### config.mk
export PLATFORM = sky130hd
export DESIGN_NAME = abort_capture
export DESIGN_NICKNAME = d
export VERILOG_FILES = /design/src/rtl/abort_pkg.sv /design/src/rtl/abort_prio.sv /design/src/rtl/abort_encode.sv /design/src/rtl/abort_capture.sv
export SDC_FILE = /design/constraint.sdc
export NUM_CORES = 1
export LEC_CHECK = 0
export BUFFER_PORTS_ARGS = -buffer_cell sky130_fd_sc_hd__buf_2
export CAP_MARGIN = 0
export CORE_UTILIZATION = 45
export CTS_CLUSTER_DIAMETER = 120
export DETAILED_ROUTE_END_ITERATION = 16
export GPL_TIMING_DRIVEN = 0
export PLACE_DENSITY = 0.76
export SLEW_MARGIN = 20
export SYNTH_ARGS = -nofsm -noshare
export SYNTH_HDL_FRONTEND = slang
export SYNTH_SLANG_ARGS = --single-unit
### constraint.sdc
create_clock -name clk -period 2.1 [get_ports clk]
set_input_delay 0 -clock clk [delete_from_list [all_inputs] [get_ports clk]]
set_output_delay 0 -clock clk [all_outputs]
set_load 0.005 [all_outputs]
### src/rtl/abort_pkg.sv
package abort_pkg;
  localparam int NSRC = 11;
  localparam int SRCW = 4;
  localparam int SW   = 13;

  localparam int S_ALIGN = 0;
  localparam int S_TLB   = 1;
  localparam int S_XEXT  = 2;
  localparam int S_XLT   = 3;
  localparam int S_ACC   = 4;
  localparam int S_DOM   = 5;
  localparam int S_PERM  = 6;
  localparam int S_EXTP  = 7;
  localparam int S_EXTI  = 8;
  localparam int S_PAR   = 9;
  localparam int S_DBG   = 10;

  localparam logic [4:0] CODE_ICM = 5'b00100;

  // sources that never reach the instruction-side status word
  localparam logic [NSRC-1:0] INST_IGNORE = NSRC'((1 << S_ALIGN) | (1 << S_TLB));
  // walk-related faults that divert to the maintenance code
  localparam logic [NSRC-1:0] WALK_CLASS =
    NSRC'((1 << S_XEXT) | (1 << S_XLT) | (1 << S_ACC) | (1 << S_DOM) | (1 << S_PERM));

  typedef enum logic [2:0] {
    SEL_IFSR = 3'd0,
    SEL_DFSR = 3'd1,
    SEL_IFAR = 3'd2,
    SEL_FAR  = 3'd3,
    SEL_WFAR = 3'd4
  } sw_sel_e;

  typedef struct packed {
    logic [4:0] code;
    logic       dom_ok;
    logic       ext;
  } fault_enc_t;

  function automatic logic [SW-1:0] pack_status(fault_enc_t e, logic [3:0] dom);
    logic [SW-1:0] s;
    s        = '0;
    s[3:0]   = e.code[3:0];
    s[7:4]   = e.dom_ok ? dom : 4'd0;
    s[8]     = e.dom_ok;
    s[10]    = e.code[4];
    s[12]    = e.ext;
    return s;
  endfunction
endpackage

### src/rtl/abort_prio.sv
module abort_prio
  import abort_pkg::*;
#(
  parameter int N = NSRC
) (
  input  logic [N-1:0]          req,
  output logic [N-1:0]          win,
  output logic [$clog2(N)-1:0]  idx,
  output logic                  any
);
  logic [N:0] seen;
  assign seen[0] = 1'b0;

  genvar g;
  generate
    for (g = 0; g < N; g++) begin : g_rank
      assign win[g]    = req[g] & ~seen[g];
      assign seen[g+1] = seen[g] | req[g];
    end
  endgenerate

  assign any = seen[N];

  always_comb begin
    idx = '0;
    for (int i = N - 1; i >= 0; i--) begin
      if (req[i]) idx = i[$clog2(N)-1:0];
    end
  end
endmodule

### src/rtl/abort_encode.sv
module abort_encode
  import abort_pkg::*;
(
  input  logic [SRCW-1:0] idx,
  input  logic            walk_l2,
  input  logic            bus_slverr,
  output fault_enc_t      enc
);
  always_comb begin
    enc = '{code: 5'b00000, dom_ok: 1'b0, ext: 1'b0};
    case (int'(idx))
      S_ALIGN: enc.code = 5'b00001;
      S_TLB:   enc.code = 5'b00000;
      S_XEXT: begin
        enc.code   = walk_l2 ? 5'b01110 : 5'b01100;
        enc.dom_ok = walk_l2;
        enc.ext    = bus_slverr;
      end
      S_XLT: begin
        enc.code   = walk_l2 ? 5'b00111 : 5'b00101;
        enc.dom_ok = walk_l2;
      end
      S_ACC: begin
        enc.code   = walk_l2 ? 5'b00110 : 5'b00011;
        enc.dom_ok = 1'b1;
      end
      S_DOM: begin
        enc.code   = walk_l2 ? 5'b01011 : 5'b01001;
        enc.dom_ok = 1'b1;
      end
      S_PERM: begin
        enc.code   = walk_l2 ? 5'b01111 : 5'b01101;
        enc.dom_ok = 1'b1;
      end
      S_EXTP: begin
        enc.code   = 5'b01000;
        enc.dom_ok = 1'b1;
        enc.ext    = bus_slverr;
      end
      S_EXTI: begin
        enc.code = 5'b10110;
        enc.ext  = bus_slverr;
      end
      S_PAR:  enc.code = 5'b11000;
      S_DBG: begin
        enc.code   = 5'b00010;
        enc.dom_ok = 1'b1;
      end
      default: enc = '{code: 5'b00000, dom_ok: 1'b0, ext: 1'b0};
    endcase
  end
endmodule

### src/rtl/abort_capture.sv
module abort_capture
  import abort_pkg::*;
#(
  parameter int AW = 32
) (
  input  logic              clk,
  input  logic              rst,
  input  logic              abort_vld,
  input  logic              side_data,
  input  logic              icm_op,
  input  logic [NSRC-1:0]   flags,
  input  logic              walk_l2,
  input  logic              bus_slverr,
  input  logic [3:0]        domain,
  input  logic [AW-1:0]     fault_addr,
  input  logic [AW-1:0]     instr_addr,
  input  logic              sw_we,
  input  logic [2:0]        sw_sel,
  input  logic [AW-1:0]     sw_wdata,
  output logic [SW-1:0]     ifsr,
  output logic [SW-1:0]     dfsr,
  output logic [AW-1:0]     ifar,
  output logic [AW-1:0]     far,
  output logic [AW-1:0]     wfar,
  output logic              pabt_req,
  output logic              dabt_req
);
  localparam fault_enc_t ICM_ENC = '{code: CODE_ICM, dom_ok: 1'b0, ext: 1'b0};

  logic [NSRC-1:0] live;
  logic [NSRC-1:0] win;
  logic [SRCW-1:0] idx;
  logic            any;
  fault_enc_t      enc;
  logic [SW-1:0]   st_real;
  logic [SW-1:0]   st_icm;
  logic            take;
  logic            icm_case;

  // instruction side drops sources that cannot occur there
  assign live = side_data ? flags : (flags & ~INST_IGNORE);

  abort_prio #(.N(NSRC)) u_prio (
    .req (live),
    .win (win),
    .idx (idx),
    .any (any)
  );

  abort_encode u_enc (
    .idx        (idx),
    .walk_l2    (walk_l2),
    .bus_slverr (bus_slverr),
    .enc        (enc)
  );

  assign st_real  = pack_status(enc, domain);
  assign st_icm   = pack_status(ICM_ENC, domain);
  assign take     = abort_vld & any;
  assign icm_case = side_data & icm_op & |(win & WALK_CLASS);

  always_ff @(posedge clk) begin
    if (rst) begin
      ifsr     <= '0;
      dfsr     <= '0;
      ifar     <= '0;
      far      <= '0;
      wfar     <= '0;
      pabt_req <= 1'b0;
      dabt_req <= 1'b0;
    end else begin
      pabt_req <= 1'b0;
      dabt_req <= 1'b0;
      if (sw_we) begin
        case (sw_sel_e'(sw_sel))
          SEL_IFSR: ifsr <= sw_wdata[SW-1:0];
          SEL_DFSR: dfsr <= sw_wdata[SW-1:0];
          SEL_IFAR: ifar <= sw_wdata;
          SEL_FAR:  far  <= sw_wdata;
          SEL_WFAR: wfar <= sw_wdata;
          default: ;
        endcase
      end
      if (take) begin
        if (!side_data) begin
          pabt_req <= 1'b1;
          ifsr     <= st_real;
          if (!win[S_DBG]) ifar <= instr_addr;
        end else begin
          dabt_req <= 1'b1;
          far      <= fault_addr;
          if (icm_case) begin
            dfsr <= st_icm;
            ifsr <= st_real;
            ifar <= instr_addr;
          end else begin
            dfsr <= st_real;
          end
          if (win[S_DBG]) wfar <= instr_addr;
        end
      end
    end
  end

  // never both abort kinds at once
  a_r7_one_kind: assert property (@(posedge clk) disable iff (rst)
    !(pabt_req && dabt_req));

  // a request follows a strobe of the matching side
  a_r10_req_origin: assert property (@(posedge clk) disable iff (rst)
    pabt_req |-> ($past(abort_vld) && !$past(side_data)));

  // instruction status written by an abort never holds the excluded codes
  a_r6_no_data_codes: assert property (@(posedge clk) disable iff (rst)
    pabt_req |-> !({ifsr[10], ifsr[3:0]} inside {5'b00001, 5'b00000, 5'b00100}));

  // data-side registers kept on an instruction abort
  a_r7_data_kept: assert property (@(posedge clk) disable iff (rst)
    (pabt_req && !$past(sw_we)) |-> ($stable(dfsr) && $stable(far) && $stable(wfar)));

  // invalid domain leaves the field clear
  a_r4_dom_clear: assert property (@(posedge clk) disable iff (rst)
    (dabt_req && !dfsr[8]) |-> (dfsr[7:4] == 4'd0));

  // qualifier only on external-abort codes
  a_r5_ext_only: assert property (@(posedge clk) disable iff (rst)
    (dabt_req && dfsr[12]) |->
      ({dfsr[10], dfsr[3:0]} inside {5'b01100, 5'b01110, 5'b01000, 5'b10110}));
endmodule

==> impl_metrics.toml <==
[pwr]
p_comb_share_pct = 15.3
ir_drop_uv = 530
power.share.clock_pct = 47.1
powerDensity_nw_per_um2 = 765
netSwitchingFraction_pct = 23.9
power.internal_uw = 5200
p_leak_uw = 0.00400
p_seq_share_pct = 37.7
p_switching_uw = 1630

[yosys]
synth_top_family_by_area = "compound AO/OA/AOI/OAI gates"
synth_cell_types = 52
synth_simple_gate_area_share_pct = 12.7
syn-cell-area_um2 = 5850
synth-main-ff-cell = "dfxtp_1"
synthXorXnorAreaFrac_pct = 0
avgSynthCellArea_um2 = 9.62
synthArstFlopShare_pct = 0
synth_edf_count = 0
synth_nets = 730
synthAdderAreaFrac_pct = 0
yosysWarnings = 0
muxShareOfSynthArea_pct = 19.2
netlist_instances = 608
ys_ff_latch = 124
synth-compound-area-share_pct = 20.6
seq_area_frac_synth_pct = 42.4

[worst_setup_path]
worstSetupEndpointType = "flop"
r2r_cells = 3
cp_max_fo = 10
critPathKind = "in2reg"
path_cells = "dlygate4sd3_1, clkbuf_8, o21ai_1, a41oi_4, nand2_4, or3_1, buf_2, o32ai_2"
critPathTopFamily = "buffers and inverters"
ff2ff_setup_slack_ns = 1.18
critical_path_buf_inv_count = 3
slowest_delay_ns = 0.54
worstPathArrival_ns = 2.28
cp.required_ns = 2.43
start_kind = "input port"
r2r_start = "ifsr[3]$_SDFF_PP0_"
critPathLaunch = "side_data"
r2r-end = "ifsr[3]$_SDFF_PP0_"
cp.depth = 8
slowest_stage = "dlygate4sd3_1"
setup.worst_path.end = "dfsr[0]$_SDFF_PP0_"

[floorplanning]
fp.dieH_um = 116
ioPinCount = 246
die_area_um2 = 13500
initial_utilization_pct = 46.2
fp-row-count = 41
coreArea_um2 = 12700
die_w_um = 116

[cts]
clkTransAtPathRegs_ns = 0.05
cts_buffer_depth = 2
cts_resized = 0
cts_max_level = 4
worstSkewPairLatency_ns = 0.42
cts_root_buffer = "clkbuf_16"
cts_tree = "done"
cts_made_buffers = 17
cts_sinks = 124

[layout]
antennaDiodeCount = 0
area_delta_synth_final_pct = 52.8
drive_gt1_share_pct = 32.0
nFillCells = 946
final_cell_mix = "buf_2, dfxtp_1, a211oi_1, mux2i_1, nor2_1"
layout_commonest_cell = "buf_2"
fin_area_um2 = 8940
final_nets = 1093

[global_route]
grt_pass1_vias = 6387
antenna_found_initial = 0
grt_util_met1_pct = 38.8
gr-usage-met3_pct = 9.21
gr-usage-all-layers_pct = 32.6
grt_pass1_wl_mm = 33.2
grt_most_used_layer = "met2"
grt_max_degree = 17
grtUsageMet2_pct = 55.0
grt-ovfl-total = 0

[placement]
dpl.hpwl_mm = 14.8
io_buffers = 242
dpl_cell_area_um2 = 7280
place_congestion = 0.968

[detailed_routing]
antenna_left = 0
first_pass_iters = 5
vias_per_cell = 5.52
wire_per_inst_um = 19.1
route.vias.total = 6378
drtIter0Drc = 522
drt_wl_total_mm = 22.1
drc = 0

[sta]
slew_headroom_pct = 28.8
finalCritPeriodShare_pct = 92.6
drv_slew = 0
finalSetupViolations = 0
fmax_mhz = 514
worst_pin_slew_ns = 1.05
period_needed_ns = 1.95
rsz0062_at_grt = "false"
holdWs_ns = 0.0235
setup_tns_ns = 0
finalHoldViolCount = 0
fin_skew_ns = 0

[job]
drv_cap = 0

[min_path]
min_path_type = "in2reg"

[outcome]
status = "completed"
## metal layers
layer | part of all wire [%] | vias up
li1 | - | 2984
met1 | 42 | 3013
met2 | 47 | 341
met3 | 8.7 | 40
met4 | 2.2 | 0
met5 | 0 | -
## state kept, by name, summed over array words and instances (netlist names)
| register | cells |
|---|---|
| ifar | 32 |
| ifsr | 13 |
| dabt_req | 1 |
| pabt_req | 1 |
| dfsr | 13 |
| far | 32 |
| wfar | 32 |
## Yosys cell counts, drive strengths merged (2+ instances only)
cell type  number  area share [%]
or3             2            0.21
a21oi           5            0.43
o22ai           9            0.96
clkbuf         27             1.9
o211ai          2            0.49
o21ai           5            0.43
o21a            2            0.26
nand4           2            0.47
a221oi          2            0.30
nor3            8            0.86
nand2b          3            0.32
a221o           3            0.51
nor2          107             6.9
a21o            2            0.30
nand2          11            0.83
mux2i         112              19
nor3b           2            0.34
nor2b          10             1.1
dfxtp         124              42
nor4            2            0.43
or4             2            0.32
a211oi        116              15
buf            26             2.7
inv             7            0.45
## power by group through the flow
stage	Clock, uW	Combinational (uW)	Sequential (uW)
2_1_floorplan	0	426	2620
3_3_place_gp	0	865	2610
3_5_place_dp	0	868	2620
4_1_cts	3240	1020	2570
5_1_grt	3350	1130	2580
6_report	3220	1040	2570
## metrics by stage
stage	power [uW]	util (%)	setup WS (ns)	std cells
detailed placement	3480	57.4	0.0256	1022
finish	6830	70.5	0.155	1155
global placement	3480	57.4	0.0428	1022
floorplan	3050	-	0.575	608
CTS	6830	70.5	0.185	1155
global route	7070	70.5	0.0471	1155
## what timing repair did
item                      4_1_cts  5_1_grt
hold endpoints to repair      113        0
buffers inserted                0        0
hold buffers                  102        0
## worst reg2reg max path, stage by stage (launching register included)
cell and delay (ns):
dfxtp_1 0.32, nor2b_1 0.13, a211oi_1 0.26, a211oi_1 0.08
## cell families (layout without fill, tap and decap cells)
group,count (synthesis),after routing
AO/OA/AOI/OAI,156,156
buffers and inverters,60,435
flip-flops,124,124
multiplexers,112,112
AND/OR/NAND/NOR,156,156
## final cells by class
cell class / instances / area [um2] / share of cell area (%)
plain buffers: 53 / 269 / 3.01
multi-input cells: 424 / 3070 / 34.4
flip-flops and latches: 124 / 2480 / 27.8
well taps: 172 / 215 / 2.41
clock inverters: 7 / 160 / 1.79
inverters: 7 / 26.3 / 0.294
clock buffers: 24 / 482 / 5.39
repair buffers: 344 / 2230 / 25.0
## how the worst min path moves through the flow
stage,to,cells after the start,from,slack [ns]
finish,pabt_req$_SDFF_PP0_,4,abort_vld,0.02
global route,dfsr[2]$_SDFF_PP0_,5,icm_op,0.05
CTS,pabt_req$_SDFF_PP0_,4,abort_vld,0.02
detailed placement,pabt_req$_SDFF_PP0_,2,side_data,0.26
global placement,pabt_req$_SDFF_PP0_,2,side_data,0.26
floorplan,dfsr[11]$_SDFF_PP0_,2,sw_wdata[11],0.15
Power figures use the tool's default switching activity.
